### config.mk
export PLATFORM = sky130hd
export DESIGN_NAME = pwr_mute_seq
export DESIGN_NICKNAME = d
export VERILOG_FILES = /design/src/rtl/pms_pkg.sv /design/src/rtl/pms_sync.sv /design/src/rtl/pms_timer.sv /design/src/rtl/pms_fsm.sv /design/src/rtl/pwr_mute_seq.sv
export SDC_FILE = /design/constraint.sdc
export NUM_CORES = 1
export LEC_CHECK = 0
export CAP_MARGIN = 20
export CORE_AREA = 5 5 77 79
export CTS_BUF_LIST = sky130_fd_sc_hd__clkbuf_4
export DETAILED_ROUTE_END_ITERATION = 7
export DIE_AREA = 0 0 82 84
export DONT_BUFFER_PORTS = 1
export GPL_ROUTABILITY_DRIVEN = 0
export PLACE_DENSITY = 0.41
export SYNTH_ARGS = -nofsm -noshare
export SYNTH_HDL_FRONTEND = slang
export SYNTH_SLANG_ARGS = --single-unit
### constraint.sdc
create_clock -name clk -period 4.1 [get_ports clk]
set_clock_uncertainty 0.15 [all_clocks]
set_input_delay 0.41 -clock clk [delete_from_list [all_inputs] [get_ports clk]]
set_output_delay 0.41 -clock clk [all_outputs]
set_load 0.01 [all_outputs]
### src/rtl/pms_pkg.sv
// Shared types for the power-up / undervoltage mute sequencer.
// Assumes: nothing beyond IEEE 1800-2017.
package pms_pkg;

    // Sequencer states, in startup order.
    typedef enum logic [2:0] {
        ST_RESET_WAIT = 3'd0,
        ST_CALIBRATE  = 3'd1,
        ST_INIT_GAIN  = 3'd2,
        ST_RUN        = 3'd3,
        ST_UV_MUTE    = 3'd4
    } seq_state_t;

endpackage

### src/rtl/pms_sync.sv
// Multi-bit, multi-stage synchronizer for independent asynchronous level inputs.
// Assumes: each bit is a slow level and no bit-to-bit coherence is needed.
// The reset value of each bit is set by RST_VAL.
module pms_sync #(
    parameter int unsigned        WIDTH   = 2,
    parameter int unsigned        STAGES  = 2,
    parameter logic [WIDTH-1:0]   RST_VAL = '0
) (
    input  logic             clk,
    input  logic             rst_n,
    input  logic [WIDTH-1:0] d_async,
    output logic [WIDTH-1:0] q_sync
);

    logic [WIDTH-1:0] chain [STAGES];

    generate
        for (genvar s = 0; s < STAGES; s++) begin : g_stage
            if (s == 0) begin : g_first
                // First stage samples the asynchronous input.
                always_ff @(posedge clk) begin
                    if (!rst_n) chain[s] <= RST_VAL;
                    else        chain[s] <= d_async;
                end
            end else begin : g_next
                // Later stages resolve metastability.
                always_ff @(posedge clk) begin
                    if (!rst_n) chain[s] <= RST_VAL;
                    else        chain[s] <= chain[s-1];
                end
            end
        end
    endgenerate

    assign q_sync = chain[STAGES-1];

endmodule

### src/rtl/pms_timer.sv
// Reset-hold interval timer: counts cycles while 'run' is high.
// 'expired' is high in the LIMIT-th consecutive run cycle.
// Assumes: LIMIT >= 1; the count clears whenever run is low.
module pms_timer #(
    parameter int unsigned LIMIT = 16
) (
    input  logic clk,
    input  logic rst_n,
    input  logic run,
    output logic expired
);

    localparam int unsigned CW = (LIMIT < 2) ? 1 : $clog2(LIMIT + 1);
    localparam logic [CW-1:0] LAST = CW'(LIMIT - 1);

    logic [CW-1:0] cnt;

    // Counts while running and restarts from zero when idle.
    always_ff @(posedge clk) begin
        if (!rst_n)          cnt <= '0;
        else if (!run)       cnt <= '0;
        else if (cnt != LAST) cnt <= cnt + 1'b1;
    end

    assign expired = run && (cnt == LAST);

    // each running cycle before expiry advances the count by one.
    a_r2_count_step: assert property (@(posedge clk) disable iff (!rst_n)
        (run && !expired) |=> (!run || cnt == $past(cnt) + 1'b1));

    // an idle cycle leaves the count at zero.
    a_r2_idle_clear: assert property (@(posedge clk) disable iff (!rst_n)
        !run |=> (cnt == '0));

endmodule

### src/rtl/pms_fsm.sv
// Startup / fault-recovery state machine.
// Orders the sequence: reset hold, calibration, gain clear, run.
// Any loss of supply goes to undervoltage mute.
// Assumes: supply_s and muted are already synchronized; cal_done is on clk.
module pms_fsm
    import pms_pkg::*;
(
    input  logic clk,
    input  logic rst_n,
    input  logic supply_s,
    input  logic muted,
    input  logic cal_done,
    input  logic hold_expired,
    output logic hold_run,
    output logic hw_mute,
    output logic core_rst_n,
    output logic cal_start,
    output logic gain_clear
);

    seq_state_t state, nxt;
    logic       cal_ret;    // calibration was started by the mute pin
    logic       muted_q;
    logic       mute_rise;

    assign mute_rise = muted && !muted_q;

    // Next-state selection; a bad supply overrides every other transition.
    always_comb begin
        nxt = state;
        case (state)
            ST_RESET_WAIT: if (hold_expired) nxt = ST_CALIBRATE;
            ST_CALIBRATE:  if (cal_done)     nxt = cal_ret ? ST_RUN : ST_INIT_GAIN;
            ST_INIT_GAIN:                    nxt = ST_RUN;
            ST_RUN:        if (mute_rise)    nxt = ST_CALIBRATE;
            ST_UV_MUTE:                      nxt = ST_RESET_WAIT;
            default:                         nxt = ST_UV_MUTE;
        endcase
        if (!supply_s) nxt = ST_UV_MUTE;
    end

    // State, calibration pulse, calibration origin and mute history registers.
    always_ff @(posedge clk) begin
        if (!rst_n) begin
            state     <= ST_RESET_WAIT;
            cal_start <= 1'b0;
            cal_ret   <= 1'b0;
            muted_q   <= 1'b0;
        end else begin
            state     <= nxt;
            cal_start <= (nxt == ST_CALIBRATE) && (state != ST_CALIBRATE);
            if ((nxt == ST_CALIBRATE) && (state != ST_CALIBRATE))
                cal_ret <= (state == ST_RUN);
            muted_q   <= muted;
        end
    end

    // Moore outputs decoded from the state.
    always_comb begin
        hold_run   = (state == ST_RESET_WAIT);
        core_rst_n = !((state == ST_RESET_WAIT) || (state == ST_UV_MUTE));
        gain_clear = (state == ST_INIT_GAIN);
        hw_mute    = (state != ST_RUN) || muted;
    end

    // the calibration request lasts a single cycle.
    a_r3_cal_pulse_one: assert property (@(posedge clk) disable iff (!rst_n)
        cal_start |=> !cal_start);

    // the calibration wait holds until cal_done, unless the supply fails.
    a_r4_cal_hold: assert property (@(posedge clk) disable iff (!rst_n)
        (state == ST_CALIBRATE && !cal_done && supply_s) |=> (state == ST_CALIBRATE));

    // the gain clear is never two cycles in a row.
    a_r5_clear_once: assert property (@(posedge clk) disable iff (!rst_n)
        gain_clear |=> !gain_clear);

    // a new mute assertion in run requests calibration next cycle.
    a_r7_mute_cal: assert property (@(posedge clk) disable iff (!rst_n)
        (state == ST_RUN && mute_rise && supply_s) |=> cal_start);

    // a bad supply always lands in undervoltage mute.
    a_r8_uv_enter: assert property (@(posedge clk) disable iff (!rst_n)
        !supply_s |=> (state == ST_UV_MUTE && !core_rst_n && hw_mute));

    // recovery restarts from the reset hold.
    a_r9_restart: assert property (@(posedge clk) disable iff (!rst_n)
        (state == ST_UV_MUTE && supply_s) |=> (state == ST_RESET_WAIT));

endmodule

### src/rtl/pwr_mute_seq.sv
// Top level of the power-up and undervoltage mute sequencer.
// Synchronizes the asynchronous supply flag and mute pin, times the reset
// hold and runs the sequencing state machine.
// Assumes: supply is good when rst_n releases (power-on reset).
module pwr_mute_seq #(
    parameter int unsigned RESET_CYCLES = 1228800,
    parameter int unsigned SYNC_STAGES  = 2
) (
    input  logic clk,
    input  logic rst_n,
    input  logic supply_ok,
    input  logic mute_n,
    input  logic cal_done,
    output logic hw_mute,
    output logic core_rst_n,
    output logic cal_start,
    output logic gain_clear
);

    logic [1:0] async_in;
    logic [1:0] sync_out;
    logic       hold_run;
    logic       hold_expired;

    assign async_in = {supply_ok, mute_n};

    pms_sync #(
        .WIDTH   (2),
        .STAGES  (SYNC_STAGES),
        .RST_VAL (2'b11)
    ) u_sync (
        .clk     (clk),
        .rst_n   (rst_n),
        .d_async (async_in),
        .q_sync  (sync_out)
    );

    pms_timer #(
        .LIMIT   (RESET_CYCLES)
    ) u_timer (
        .clk     (clk),
        .rst_n   (rst_n),
        .run     (hold_run),
        .expired (hold_expired)
    );

    pms_fsm u_fsm (
        .clk          (clk),
        .rst_n        (rst_n),
        .supply_s     (sync_out[1]),
        .muted        (!sync_out[0]),
        .cal_done     (cal_done),
        .hold_expired (hold_expired),
        .hold_run     (hold_run),
        .hw_mute      (hw_mute),
        .core_rst_n   (core_rst_n),
        .cal_start    (cal_start),
        .gain_clear   (gain_clear)
    );

endmodule

==> metrics.md, run 1 <==
| Metric | Value |
|---|---|
| Vias | `about 1,100` |
| Mapped cell area | `approximately 0.0014 sq mm` |
| Syn Nets | `roughly 160` |
| Hold path startpoint | `supply_ok` |
| Final Hold Viols | `0` |
| Core area | `~0.0053 sq mm` |
| DRT Wirelength | `2.877 mm` |
| Drt drc | `0` |
| DR pass1 iterations | `4` |
| Port Buf Inserts | `0` |
| Multi-input logic area | `roughly 720 sq um` |
| Peak VDD IR | `162.5 uV` |
| Startpoint Class | `register` |
| Post-route minimum period | `2266 ps` |
| Setup-failing EPs final | `0` |
| WP buf/inv | `0` |
| Warnings from Yosys | `0` |
| CP cell instances | `ha_1 > nand4_2 > nor2_1 > o21ai_0 > or3_1 > a21oi_1` |
| Tot GR Track Use | `0.09099` |
| Reg-to-Reg Start | `u_timer.cnt[0]` |
| Largest net degree at the start of global routing | `18` |
| Storage cell area | `~620 sq um` |
| Slew headroom | `0.5336` |
| Status | `finished clean` |
| Antenna diodes | `0` |
| CP Data Arrival Time | `roughly 2400 ps` |
| CTS max path bufs | `2` |
| Leakage | `about 0.5 nW` |
| Fmax | `roughly 0.44 GHz` |
| DR iter-0 viols | `52` |
| Io pins | `9` |
| CTS tree | `yes` |
| # nets final | `about 170` |
| Root Buffer | `clkbuf_4` |
| Remaining Overflow, GRT | `0` |
| Seq/Total Area, Yosys | `0.4497` |
| H-tree depth | `2` |
| Setup_tns | `0 ps` |
| Slowest-stage cell, CP | `nor2_1` |
| Hold Crit Class | `in2reg` |
| Final Cycle Share | `0.5528` |
| ANT nets after route | `0` |
| Synth unique cells | `37` |
| Die Y | `between 80 and 90 um` |
| Initial antenna violation count | `0` |
| Placed Area | `~0.0014 sq mm` |
| Worst Setup Path Type | `reg2reg` |
| RSZ-0062 raised after global routing | `no` |
| Max_cap viols | `0` |
| Share of layout cells above drive strength 1 | `0.06790` |
| Area growth syn-to-layout | `8.975%` |
| Final Max Slew Viols | `0` |
| Pwr/cell area | `326.2 mW/mm^2` |
| Initial Util | `0.2619` |
| Worst-Skew Late Latency | `340 ps` |
| Final core occ | `0.2854` |
| Setup crit end kind | `register` |
| Fillers | `585` |
| Die X | `between 80 and 90 um` |
| Delay-heaviest family, CP | `simple AND/OR/NAND/NOR gates` |
| Vias in the first global route | `~1,000` |
| Routed WL per cell | `about 12 um` |
| Final Cell Area | `0.001504 sq mm` |
| TritonCTS Buffers | `5` |
| Crit-path max cell delay | `about 430 ps` |
| Die area | `a little under 0.007 sq mm` |
| Site Rows | `27` |
| Post-Syn Area per Cell | `8.735 sq um` |
| Detailed Place HPWL | `approximately 2 mm` |
| Vias per cell | `4.744` |
| First-pass GRT wire length | `around 4.8 mm` |
| First element of the critical path | `u_timer.cnt[0]` |
| Slew @ Worst Pin | `slightly below 700 ps` |
| Clock Sinks | `31` |
| Crit Path Max Fanout | `7` |
| Yosys reg bits | `31` |
| Cells after Synth | `~160` |
| Clock-pin transition on the worst setup and hold timing paths | `100 ps` |
| Crit path required time | `between 4000 and 5000 ps` |
==> worst reg2reg max path, delay by kind of cell, from the launching register on <==
kind	cells	cell delay [ps]
fa+ha+maj	1	250
simple gates	3	1010
compound gates	2	390
flops	1	400
==> sequential cells by signal, summed over array words and instances (netlist names) <==
register,cells
u_sync.chain,4
u_fsm.cal_start,1
u_fsm.cal_ret,1
u_fsm.state,3
u_fsm.muted_q,1
u_timer.cnt,21
==> cell usage in the layout, fill, tap and decap left out, types with 2 or more instances in the layout <==
| cell type | netlist | final |
|---|---|---|
| dfxtp_1 | 31 | 31 |
| nor2_1 | 24 | 24 |
| nand3_1 | 11 | 11 |
| xor2_1 | 11 | 11 |
| nor3_1 | 8 | 8 |
| nand2_1 | 7 | 7 |
| nand2b_1 | 7 | 7 |
| o21ai_0 | 6 | 6 |
| a31oi_1 | 5 | 5 |
| clkbuf_4 | 0 | 5 |
| inv_1 | 4 | 4 |
| nand4_1 | 4 | 4 |
| a21oi_1 | 4 | 4 |
| o311ai_0 | 3 | 3 |
| o211ai_1 | 3 | 3 |
| or3_1 | 2 | 2 |
| and2_1 | 2 | 2 |
| and3_1 | 2 | 2 |
| o31ai_1 | 2 | 2 |
| xnor2_1 | 2 | 2 |
==> synthesized netlist by cell type, drive strengths merged <==
master | number | area share
a21boi | 1 | 0.0054
a21oi | 4 | 0.015
a2bb2oi | 1 | 0.011
a31oi | 5 | 0.023
and2 | 3 | 0.014
and3 | 2 | 0.0091
and4 | 1 | 0.0063
buf | 1 | 0.0082
clkbuf | 3 | 0.0082
dfxtp | 31 | 0.45
ha | 1 | 0.0091
inv | 4 | 0.011
mux2i | 1 | 0.0073
nand2 | 7 | 0.019
nand2b | 7 | 0.032
nand3 | 12 | 0.047
nand4 | 5 | 0.027
nand4bb | 1 | 0.0082
nor2 | 24 | 0.065
nor2b | 1 | 0.0045
nor3 | 9 | 0.036
o2111ai | 1 | 0.0063
o211ai | 3 | 0.016
o21ai | 6 | 0.022
o22ai | 1 | 0.0045
o311ai | 3 | 0.019
o31ai | 2 | 0.011
or2 | 2 | 0.0091
or3 | 2 | 0.0091
or4 | 1 | 0.0054
xnor2 | 2 | 0.013
xor2 | 11 | 0.070
==> cell type report <==
| cell class | instances | share of cell area |
|---|---|---|
| multi-input combinational | 119 | 0.4800 |
| sequential | 31 | 0.4126 |
| tap | 72 | 0.05990 |
| clock buffer | 5 | 0.02496 |
| inverter | 4 | 0.009983 |
| timing repair buffer | 1 | 0.006656 |
| clock inverter | 2 | 0.005824 |
==> timing repair <==
| item | 4_1_cts | 5_1_grt |
|---|---|---|
| hold buffers | 1 | 0 |
| setup endpoints to repair | 0 | 0 |
| gates resized for setup | 0 | 0 |
| endpoints found under the hold margin | 4 | 0 |
| buffers inserted | 0 | 0 |
==> routing by layer <==
layer,wire (um),track usage
met5,0,0
met4,70,0.05891
met3,125,0.03024
met2,1341,0.1315
met1,1340,0.1128
==> logic make-up after synthesis <==
kind of cell / Yosys count / share of synthesized area
multiplexers: 1 / 0.007253
buffers and inverters: 8 / 0.02719
XOR/XNOR: 13 / 0.08250
AO/OA/AOI/OAI: 27 / 0.1324
adder cells (fa/ha/maj): 1 / 0.009065
flip-flops: 31 / 0.4497
AND/OR/NAND/NOR: 77 / 0.2919
==> power breakdown <==
group          internal (W)  switching (W)   total, W
registers          0.000306     0.00000449   0.000310
clock network     0.0000606       0.000105   0.000165
logic            0.00000595     0.00000898  0.0000149
==> metrics by stage <==
step,hold slack [ps],cells,total power (W),setup slack [ps]
finish,14.11,234,0.0004905,1834
global route,8.898,234,0.0005141,1671
CTS,6.886,234,0.0004950,1848
detailed placement,242.1,226,0.0003313,1875
global placement,248.5,226,0.0003311,1880
floorplan,236.3,158,0.0003285,2097
==> path summary, 6_finish.rpt <==
kind                                      endpoint  slack, ps  cells after the start
worst max-delay path               u_timer.cnt[12]       1830                      6
worst min-delay path            u_sync.chain[0][1]         10                      1
worst max register to register     u_timer.cnt[12]       1830                      6
worst min register to register  u_sync.chain[1][0]        260                      1
Note: power is estimated with default switching activity, not from simulation.
==> run 2: changes to the inputs <==
Clock period 4.1 ns to 2.4 ns, I/O delays scaled along.
==> run 2 against run 1 <==
Net effect: flip-flop and latch count is the same; highest routed layer unchanged; hold slack gained 120 ps; setup slack lost 1600 ps; total power grew 73%; largest power group unchanged; cell area grew 4.9%; wire length grew 1.5%; first-iteration DRC count shrank 1.9%; sequential share of layout area shrank 1.9 points.
==> metrics.md, run 2 (synthesis results as in run 1) <==
| Metric | Value |
|---|---|
| Hold Crit Class | `in2reg` |
| CP cell instances | `ha_1 > nand4_2 > or2_1 > or3_1 > a2bb2oi_2 > nor3_2` |
| Flop-to-flop setup slack | `210 ps (-1630 ps)` |
| H-tree depth | `2 (unchanged)` |
| Slew @ Worst Pin | `473.5 ps (-220.8 ps)` |
| Storage cell area | `620.6 sq um (unchanged)` |
| Remaining Overflow, GRT | `0 (unchanged)` |
| Largest register FFs | `21 (unchanged)` |
| Post_cts resized | `0 (unchanged)` |
| Pwr/cell area | `537.6 mW/mm^2 (+65%)` |
| Final Hold Viols | `0 (unchanged)` |
| Antenna diodes | `0 (unchanged)` |
| WHS Endpoint | `u_fsm.state[0]` |
| Vias per cell | `4.811 (+1.4%)` |
| Post-route minimum period | `2192 ps (-74.28 ps)` |
| Tot GR Track Use | `0.09499 (+0.004001)` |
| Largest reg by FF count | `u_timer.cnt` |
| Commonest non-fill, non-tap cell in the layout | `dfxtp_1` |
| Core area | `0.005270 sq mm (unchanged)` |
| Drt drc | `0 (unchanged)` |
| Root Buffer | `clkbuf_4` |
| ANT nets after route | `0 (unchanged)` |
| Final Cycle Share | `0.9134 (+0.3606)` |
| Fillers | `597 (+2.1%)` |
| Setup_tns | `0 ps (unchanged)` |
| Die X | `82 um (unchanged)` |
| DRT Wirelength | `2.919 mm (+1.5%)` |
| Startpoint Class | `register` |
| TritonCTS Buffers | `5 (unchanged)` |
| CP Data Arrival Time | `2300 ps (-80 ps)` |
| Reg2reg path depth | `6 (unchanged)` |
| Vias | `1,169 (+5.3%)` |
| First-pass GRT wire length | `5.064 mm (+5.8%)` |
| Routed WL per cell | `12.01 um (-2.3%)` |
| Peak VDD IR | `261.9 uV (+61%)` |
| Biggest registers after layout | `u_timer.cnt: 21 flops, u_sync.chain: 4 flops, u_fsm.state: 3 flops` |
| CTS tree | `yes` |
| Vias in the first global route | `1,141 (+9.4%)` |
| Post-CTS Setup Inserts | `0 (unchanged)` |
| Initial Util | `0.2619 (unchanged)` |
| RSZ-0062 raised after global routing | `no` |
| Share of layout cells above drive strength 1 | `0.09357 (+0.02567)` |
| Slew headroom | `0.6817 (+0.1481)` |
| Pre-CTS setup slack | `255.2 ps (-1620 ps)` |
| Area growth syn-to-layout | `14.32%` |
| Slowest-stage cell, CP | `or3_1` |
| # nets final | `176 (+4.8%)` |
| DR iter-0 viols | `51 (-1.9%)` |
| CTS max path bufs | `2 (unchanged)` |
| Leakage | `0.5475 nW (+7.6%)` |
| Setup-failing EPs final | `0 (unchanged)` |
| Crit Path Max Fanout | `7 (unchanged)` |
| Site Rows | `27 (unchanged)` |
| Fmax | `0.4562 GHz (+3.4%)` |
| FF-to-FF End | `u_fsm.cal_start` |
| Fin worst setup slack | `207.8 ps (-1626 ps)` |
| Clock-pin transition on the worst setup and hold timing paths | `90 ps (about the same)` |
| Max_cap viols | `0 (unchanged)` |
| Status | `finished clean` |
| Initial antenna violation count | `0 (unchanged)` |
| Final Max Slew Viols | `0 (unchanged)` |
| Hold_buf cts | `4 (+3)` |
| Most frequent cells in the layout | `dfxtp_1 (31), nor2_1 (24), nand3_1 (11), xor2_1 (11), nor3_1 (8)` |
| Hold path startpoint | `cal_done` |
| Worst Setup Path Type | `reg2reg` |
| Crit path required time | `2510 ps (-1700 ps)` |
| Io pins | `9 (unchanged)` |
| DR pass1 iterations | `7 (+3)` |
| Clock Sinks | `31 (unchanged)` |
| Largest net degree at the start of global routing | `17 (-1)` |
| Worst hold path depth | `5 (+4)` |
| Detailed Place HPWL | `2.026 mm (-0.96%)` |
| Multi-input logic area | `721.9 sq um (unchanged)` |
| Port Buf Inserts | `0 (unchanged)` |
| Die area | `0.006888 sq mm (unchanged)` |
| Crit-path max cell delay | `510 ps (+80 ps)` |
| Setup crit end kind | `register` |
| Reg-to-Reg Start | `u_timer.cnt[0]` |
| Worst-Skew Late Latency | `320 ps (-20 ps)` |
| Die Y | `84 um (unchanged)` |
-- run 2: cell count changes in the layout (fill, tap and decap cells not counted) --
| cell | previous run | this run |
|---|---|---|
| buf_4 | 0 | 5 |
| dlygate4sd3_1 | 1 | 4 |
| clkbuf_4 | 5 | 6 |
| clkinv_1 | 1 | 2 |
| clkinv_2 | 1 | 0 |
-- run 2: critical path: cells and delay by family (launching register included) --
family	cells	cell delay (ps)
AOI/OAI and AO/OA	1	180
adders and majority gates	1	240
DFF	1	400
and+or+nand+nor	4	1150
-- run 2: how the worst max path moves through the flow --
stage / slack [ps] / startpoint / cells after the start / to
floorplan: 400 / u_timer.cnt[0] / 7 / u_fsm.cal_start
global placement: 310 / u_timer.cnt[0] / 6 / u_fsm.cal_start
detailed placement: 260 / u_timer.cnt[0] / 6 / u_fsm.cal_start
CTS: 210 / u_timer.cnt[0] / 6 / u_fsm.cal_start
global route: 50 / u_timer.cnt[0] / 6 / u_fsm.cal_start
finish: 210 / u_timer.cnt[0] / 6 / u_fsm.cal_start
-- run 2: layout make-up --
type                       instances  area share
tap                               72     0.05710
clock buffer                       6     0.02855
inverter                           4    0.009516
timing repair buffer               9     0.04917
sequential                        31      0.3933
clock inverter                     2    0.004758
multi-input combinational        119      0.4576
-- run 2: per-stage QoR --
| step | power, W | utilization | area [sq um] | instances | hold slack [ps] |
|---|---|---|---|---|---|
| 6_report | 0.0008483 | 0.2994 | 1578 | 243 | 136.9 |
| 5_1_grt | 0.0008986 | 0.2994 | 1578 | 243 | 164.4 |
| 4_1_cts | 0.0008688 | 0.2994 | 1578 | 243 | 120.1 |
| 3_5_place_dp | 0.0005686 | 0.2818 | 1485 | 231 | 168.0 |
| 3_3_place_gp | 0.0005670 | 0.2818 | 1485 | 231 | 167.3 |
| 2_1_floorplan | 0.0005612 | - | 1380 | 158 | 191.5 |
-- run 2: power breakdown --
part           total [W]  internal [W]  switching, W
clock           0.000285      0.000120      0.000166
combinational  0.0000330     0.0000148     0.0000182
sequential      0.000530      0.000522    0.00000771
total           0.000848      0.000657      0.000192
-- run 2: per-layer routing --
| layer | vias to the layer above | GRT usage | share of wire |
|---|---|---|---|
| li1 | 587 | - | - |
| met1 | 554 | 0.1137 | 0.47 |
| met5 | - | 0 | 0 |
| met4 | 0 | 0.04079 | 0.018 |
| met2 | 22 | 0.1499 | 0.47 |
| met3 | 6 | 0.03456 | 0.040 |
